==> src/rtl/onecycle_core.sv <==
module onecycle_core #(
  parameter int XLEN = 32
) (
  input  logic            clk,
  input  logic            rst,
  output logic [XLEN-1:0] imem_addr,
  input  logic [31:0]     imem_data,
  output logic [XLEN-1:0] dmem_addr,
  output logic [XLEN-1:0] dmem_wdata,
  output logic            dmem_we,
  input  logic [XLEN-1:0] dmem_rdata
);
  localparam logic [5:0] OP_RTYPE = 6'h00;
  localparam logic [5:0] OP_ORI   = 6'h0D;
  localparam logic [5:0] OP_LW    = 6'h23;
  localparam logic [5:0] OP_SW    = 6'h2B;
  localparam logic [5:0] OP_BEQ   = 6'h04;
  localparam logic [5:0] FN_ADDU  = 6'h21;
  localparam logic [5:0] FN_SUBU  = 6'h23;
  localparam int         EXTW     = XLEN - 16;

  logic [XLEN-1:0] pc;
  logic [XLEN-1:0] rf [32];

  logic [5:0]  op, fn;
  logic [4:0]  rs, rt, rd, rw;
  logic [15:0] imm;
  assign op  = imem_data[31:26];
  assign rs  = imem_data[25:21];
  assign rt  = imem_data[20:16];
  assign rd  = imem_data[15:11];
  assign fn  = imem_data[5:0];
  assign imm = imem_data[15:0];

  logic is_addu, is_subu, is_ori, is_lw, is_sw, is_beq, rf_we;
  assign is_addu = (op == OP_RTYPE) && (fn == FN_ADDU);
  assign is_subu = (op == OP_RTYPE) && (fn == FN_SUBU);
  assign is_ori  = (op == OP_ORI);
  assign is_lw   = (op == OP_LW);
  assign is_sw   = (op == OP_SW);
  assign is_beq  = (op == OP_BEQ);
  assign rf_we   = is_addu | is_subu | is_ori | is_lw;
  assign rw      = (is_addu | is_subu) ? rd : rt;

  logic [XLEN-1:0] bus_a, bus_b, imm_z, imm_s, opnd_b, alu_y, wb_data;
  assign bus_a  = (rs == 5'd0) ? '0 : rf[rs];
  assign bus_b  = (rt == 5'd0) ? '0 : rf[rt];
  assign imm_z  = {{EXTW{1'b0}}, imm};
  assign imm_s  = {{EXTW{imm[15]}}, imm};
  assign opnd_b = is_ori ? imm_z : (is_lw | is_sw) ? imm_s : bus_b;

  always_comb begin
    if (is_subu)     alu_y = bus_a - opnd_b;
    else if (is_ori) alu_y = bus_a | opnd_b;
    else             alu_y = bus_a + opnd_b;
  end

  assign wb_data = is_lw ? dmem_rdata : alu_y;

  logic [XLEN-1:0] pc_inc, br_off, br_tgt, pc_next;
  logic            take;
  assign pc_inc  = pc + XLEN'(4);
  assign br_off  = {imm_s[XLEN-3:0], 2'b00};
  assign br_tgt  = pc_inc + br_off;
  assign take    = is_beq && (bus_a == bus_b);
  assign pc_next = take ? br_tgt : pc_inc;

  always_ff @(posedge clk) begin
    if (rst) pc <= '0;
    else     pc <= pc_next;
  end

  always_ff @(posedge clk) begin
    if (rf_we && (rw != 5'd0)) rf[rw] <= wb_data;
  end

  assign imem_addr  = pc;
  assign dmem_addr  = alu_y;
  assign dmem_wdata = bus_b;
  assign dmem_we    = is_sw;


  rst_pc_chk: assert property (@(posedge clk) rst |=> imem_addr == '0);


  seq_pc_chk: assert property (@(posedge clk) disable iff (rst)
    !is_beq |=> imem_addr == $past(imem_addr) + XLEN'(4));


  br_taken_chk: assert property (@(posedge clk) disable iff (rst)
    (is_beq && bus_a == bus_b) |=>
      imem_addr == $past(imem_addr) + XLEN'(4) + $past({imm_s[XLEN-3:0], 2'b00}));


  st_no_wb_chk: assert property (@(posedge clk) disable iff (rst)
    dmem_we |-> !rf_we);


  r0_store_chk: assert property (@(posedge clk) disable iff (rst)
    (is_sw && rt == 5'd0) |-> dmem_wdata == '0);


  wb_lands_chk: assert property (@(posedge clk) disable iff (rst)
    (rf_we && rw != 5'd0) |=> rf[$past(rw)] == $past(wb_data));
endmodule

==> config.mk <==
export PLATFORM = sky130hd
export DESIGN_NAME = onecycle_core
export DESIGN_NICKNAME = d
export VERILOG_FILES = /design/src/rtl/onecycle_core.sv
export SDC_FILE = /design/constraint.sdc
export NUM_CORES = 2
export LEC_CHECK = 0
export BUFFER_PORTS_ARGS = -buffer_cell sky130_fd_sc_hd__buf_2
export CAP_MARGIN = 20
export CORE_MARGIN = 1
export CORE_UTILIZATION = 40
export CTS_CLUSTER_DIAMETER = 50
export DETAILED_ROUTE_END_ITERATION = 10
export PLACE_DENSITY = 0.59
export SLEW_MARGIN = 20
export SYNTH_ARGS = -nofsm -noshare
export SYNTH_HDL_FRONTEND = slang
export SYNTH_SLANG_ARGS = --single-unit
==> constraint.sdc <==
create_clock -name clk -period 8.36 [get_ports clk]
set_clock_uncertainty 0.05 [all_clocks]
set_input_delay 1.672 -clock clk [delete_from_list [all_inputs] [get_ports clk]]
set_output_delay 1.672 -clock clk [all_outputs]
set_load 0.02 [all_outputs]
### Word-level counts from Yosys, hierarchy flattened

Memory sizes are Yosys's and may differ from the RTL's.
Index checks and enable logic that the tools add are counted.
W data, S select, Z words.

| storage, ports and cells | value |
|---|---|
| bits in registers | 32 |
| latch bits | 0 |
| bits in writable memories | 1024 |
| ROM bits | 0 |
| input bits | 66 |
| output and inout port bits | 97 |
| logic and storage cells | 37 |
| memories kept | 1 |

Memories:

| memory | depth | width | rd ports | clocked after memory_dff | write ports | RTL line | text |
|---|---|---|---|---|---|---|---|
| rf | 32 | 32 | 2 | 0 | 1 | 23 | `logic [XLEN-1:0] rf [32];` |

| operators by class | value |
|---|---|
| add/sub/neg operators | 4 |
| multiply operators | 0 |
| div/mod/pow operators | 0 |
| magnitude comparators | 0 |
| equal/unequal tests | 7 |
| shifts and indexed selects | 0 |
| multiplexer cells | 11 |
| bitwise gates (word level) | 5 |
| reductions and logical operators | 8 |

Operators with widths:

| cell | count |
|---|---|
| $mux W32 | 8 |
| $add A32 B32 Y32 | 2 |
| $add A32 B3 Y32 const B | 1 |
| $eq A32 B32 Y1 | 1 |
| $or A32 B32 Y32 | 1 |
| $sub A32 B32 Y32 | 1 |
| $eq A6 B6 Y1 const B | 4 |
| $logic_not A5 Y1 | 2 |
| $eq A6 B3 Y1 const B | 1 |
| $eq A6 B4 Y1 const B | 1 |
| $logic_not A6 Y1 | 1 |
| $mux W5 | 1 |
| $reduce_bool A5 Y1 | 1 |
| $logic_and A1 B1 Y1 | 4 |
| $or A1 B1 Y1 | 4 |
| $mux W1 | 2 |

### Logic depth before layout (Yosys ltp)

| logic depth | value |
|---|---|
| depth in word-level cells | 8 |
| depth in mapped cells | 23 |

### Worst setup path after synthesis

Ideal clock, no wire load.

| timing path | value |
|---|---|
| path type | input to output |
| start point | input imem_data[16] |
| end point | output dmem_addr[30] |
| data arrival time | 6.509 ns |
| required time | 6.638 ns |
| path slack | 0.129 ns |
| stages on the path | 19 |
| cells stage by stage | buf_4 buf_6 buf_4 buf_4 a21oi_1 a211oi_1 a21oi_1 a222oi_1 o21ai_0 ha_1 clkbuf_1 nand3_1 o21ai_0 o41ai_1 o21ai_0 or3_1 a311oi_1 mux2i_1 a221oi_1 |

| on the way | value |
|---|---|
| cells in the longest elaborated chain, start to end | 7 |
| elaborated cells between the ends (all ways) | 10 |
| classes of those cells | add/sub: 2; mux: 5; bitwise: 1; reduce/logical: 1; memory: 1 |

Ends and longest elaborated chain:

| what | RTL line | text |
|---|---|---|
| from (decl) | 7 | `input logic [31:0] imem_data,` |
| $mem_v2 Z32 W32 / $logic_not A5 Y1 (equally long branches) | -- |  |
| $mux W32 * | 47 | `assign bus_b = (rt == 5'd0) ? '0 : rf[rt];` |
| net dmem_wdata[18] | 9 | `output logic [XLEN-1:0] dmem_wdata,` |
| $mux W32 * (2 in series) | 50 | `assign opnd_b = is_ori ? imm_z : (is_lw \| is_sw) ? imm_s : bus_b;` |
| $add A32 B32 Y32 | 55 | `else alu_y = bus_a + opnd_b;` |
| $mux W32 | 54 | `else if (is_ori) alu_y = bus_a \| opnd_b;` |
| $mux W32 * | 53 | `if (is_subu) alu_y = bus_a - opnd_b;` |
| to (decl) | 8 | `output logic [XLEN-1:0] dmem_addr,` |

Mark *: on every way through the listed nets, which the timed path passes. The rest lies on a longest branch.

### Worst setup path in the final report

| timing path | value |
|---|---|
| start point | input imem_data[24] |
| end point | output dmem_addr[30] |

| on the way | value |
|---|---|
| cells in the longest elaborated chain, start to end | 5 |
| elaborated cells between the ends (all ways) | 8 |
| classes of those cells | add/sub: 2; mux: 3; bitwise: 1; reduce/logical: 1; memory: 1 |

Ends and longest elaborated chain:

| what | RTL line | text |
|---|---|---|
| $mem_v2 Z32 W32 / $logic_not A5 Y1 (equally long branches) | -- |  |
| $mux W32 * | 46 | `assign bus_a = (rs == 5'd0) ? '0 : rf[rs];` |
| $add A32 B32 Y32 / $or A32 B32 Y32 (equally long branches) | 55, 54 |  |
| $mux W32 | 54 |  |
| $mux W32 * | 53 |  |

Every way passes the cells marked *; elsewhere a longest branch is shown, timed or not.

==> run metrics <==
max_cap viols 0; Slew Limit Headroom 19.42%; gpl congestion ~0.95; # clock sinks 1054; GR Overflow Total 0; Clock Tree Root clkbuf_16; CP required around 6.6 ns; final hold violations 0; first-pass detailed-route iteration total 6; IO buf count 160; RSZ-0062 raised after global routing true; Synth top cells by count 1024 x edfxtp_1, 489 x mux4_2, 223 x a22oi_1; Slew Limit Fails 0; Synth area leader edfxtp_1; CP max FO 11; Post-DP HPWL roughly 130 mm; Post-synth ARST share 0%; Worst Setup End Kind output pin; Layout Cells excl Fill around 6000; Max clock buf depth 3; mux cell area share after synthesis approximately 22%; Worst-Skew Late Latency between 0.7 and 0.8 ns; antenna violations before repair 1; vias in the first global route ~37000; top-count cell post-synth edfxtp_1; initial drt markers 5666; Main synth FF type edfxtp_1; Via Count roughly 38000; pin count of the biggest net entering global routing between 40 and 50; IO Pins roughly 160; Max Clk Rate between 100 and 150 MHz; post-synthesis cell type count 85; CP max-delay cell or3b_2; nets@finish approximately 4300; outcome finished clean; Leakage roughly 23 nW; Mean Syn Cell Area ~16 um2; hold buffer count at CTS 0; cell area after synthesis about 0.055 mm2; GRT Resource Usage Total between 20% and 30%; Hold Crit Class flop to flop; pwr dens approximately 230 mW/mm2; final WL just under 200 mm; Compound-Gate Fraction of Synth Area under 10%; YS warnings 0; Post-route DRC 0; area grow syn2layout 20.58%; Arr. time, crit path between 6 and 7 ns; Synth Area in Simple Gates under 10%; top post-synthesis cells by area edfxtp_1 56%, mux4_2 20%, a22oi_1 3.0%; core box area around 0.14 mm2; CTS tree yes; WP buf/inv 5; Tcrit/Tclk final 99.81%; cts bufs inserted between 100 and 150; Worst Max-Slew Pin Slew between 1 and 1.5 ns; Initial Util between 40% and 50%; crit start category input port; crit-path cells buf_2 -> or3b_2 -> o22ai_1 -> a211oi_1 -> nand2_1 -> inv_1 -> fa_1 -> a21o_1 -> a31oi_4 -> a21oi_1 -> o2111ai_1 -> buf_4 -> a21oi_1 -> or3_1 -> a311oi_2 -> mux2i_1 -> a221oi_2 -> buf_4 -> buf_2; slowest stage delay, CP about 0.75 ns; Vias/cell ~6.4; Seq/Total Area, Yosys ~57%; XOR/XNOR Fraction of Synth Area 1.345%; antenna-violating nets left 0; Yosys reg bits ~1100; critical path's top delay family compound AO/OA/AOI/OAI gates; fraction of the mapped netlist area in adder cells under 10%; minimum clock period about 8.3 ns; die height between 300 and 400 um; Crit Path Category input port to output pin; WL/cell 32.69 um; count of final setup violators 0; placed insts between 5000 and 6000; placed cell areas 0.06168 mm2; DIE AREA around 0.14 mm2; H-tree depth 4; FP Rows roughly 140; Yosys top cell area share around 56%; share of cells above drive strength 1 between 30% and 40%; Die Wd approximately 370 um; VDD IR max about 0.22 mV; largest family of logic cells by synthesized area multiplexers; fill cell count 11540; Post-Syn Instances approximately 3500; final core occ approximately half; Final Instance Area between 0.06 and 0.07 mm2; first-pass GRT wire length between 200 and 300 mm; Post-synth EDFFs between 1000 and 1500; Clock transition at path regs around 0.05 ns
==> cells in the final DEF, fill, tap and decap left out, types with 20 or more instances in the layout <==
cell type,netlist,final
a21oi_1,79,74
clkbuf_1,126,20
inv_1,130,129
buf_4,38,440
ha_1,124,119
clkinv_1,2,20
xnor2_1,53,53
a22oi_1,223,219
a21o_1,23,23
dfxtp_1,30,30
buf_12,0,37
xor2_1,32,32
nand4_1,32,32
o21ai_0,84,71
clkbuf_16,0,139
mux2i_1,97,96
conb_1,1,34
nand3_1,49,48
nor3_1,31,27
edfxtp_1,1024,1024
nor2_4,0,34
o21ai_1,8,20
nand2_1,191,185
o22ai_1,40,38
buf_2,49,153
mux4_2,489,489
mux2_2,26,26
nor2_1,210,171
==> stage by stage <==
step / hold slack [ns] / setup TNS, ns / total power [W] / worst slack, ns
after floorplan: 0.5759 / 0 / 0.008211 / 0.1288
after global placement: 0.5334 / -1.380 / 0.009657 / -0.4216
after detailed placement: 0.5325 / -1.497 / 0.009672 / -0.4631
after CTS: 0.5421 / -0.06052 / 0.01523 / -0.02484
after global routing: 0.5760 / -0.02400 / 0.01573 / -0.02186
final: 0.5409 / 0 / 0.01531 / 0.01629
==> logic make-up (layout without fill, tap and decap cells) <==
kind of cell,count (synthesis),count (layout)
compound gates,674,674
xor+xnor,85,85
fa+ha+maj,127,127
buf+inv,374,1019
flops,1054,1054
mux,614,614
other cells,1,36
simple gates,620,620
==> power by group <==
group / total [W] / internal, W / switching (W)
combinational: 0.00326 / 0.00116 / 0.00210
sequential: 0.00647 / 0.00645 / 0.0000216
clock: 0.00558 / 0.00326 / 0.00232
total: 0.0153 / 0.0109 / 0.00444
==> area by class of cell <==
| class | instances | area [um2] | area share (%) |
|---|---|---|---|
| Clock inverter | 76 | 834.6 | 1.251 |
| Antenna cell | 2 | 5.005 | 0.007501 |
| Tap cell | 1794 | 2245 | 3.364 |
| Multi-Input combinational cell | 2154 | 23040 | 34.54 |
| Sequential cell | 1054 | 31350 | 46.99 |
| Inverter | 133 | 499.2 | 0.7482 |
| Clock buffer | 155 | 3442 | 5.159 |
| Timing Repair Buffer | 655 | 5303 | 7.947 |
==> sequential cells by signal, summed over array words and instances (netlist names) <==
register   cells
rf          1024
imem_addr     30
==> path summary, 6_finish.rpt <==
| kind | startpoint | to | slack (ns) | depth (start not counted) |
|---|---|---|---|---|
| worst min-delay path | imem_addr[2] | imem_addr[2] | 0.54 | 3 |
| worst max-delay path | imem_data[24] | dmem_addr[30] | 0.02 | 19 |
| worst max register to register | rf[31][0] | rf[3][30] | 2.46 | 21 |
| worst min register to register | imem_addr[2] | imem_addr[2] | 0.54 | 3 |
==> worst min-delay path, cell delays in order (launching register included) <==
cell and delay [ns]:
dfxtp_1 0.34, inv_1 0.08, mux2i_1 0.06, nor2_1 0.07
==> per-layer routing <==
| layer | vias up | share of wire [%] | track usage [%] |
|---|---|---|---|
| met3 | 392 | 11 | 5.884 |
| li1 | 15740 | - | - |
| met1 | 19760 | 39 | 37.57 |
| met2 | 2452 | 46 | 43.35 |
| met5 | - | 0 | 0 |
| met4 | 0 | 4.3 | 10.66 |
==> what timing repair did <==
action,4_1_cts,5_1_grt
gates resized for setup,27,69
setup endpoints to repair,9,15
setup buffers,1,16
cloned,2,5
pin swaps,6,14
Power figures use the tool's default switching activity.
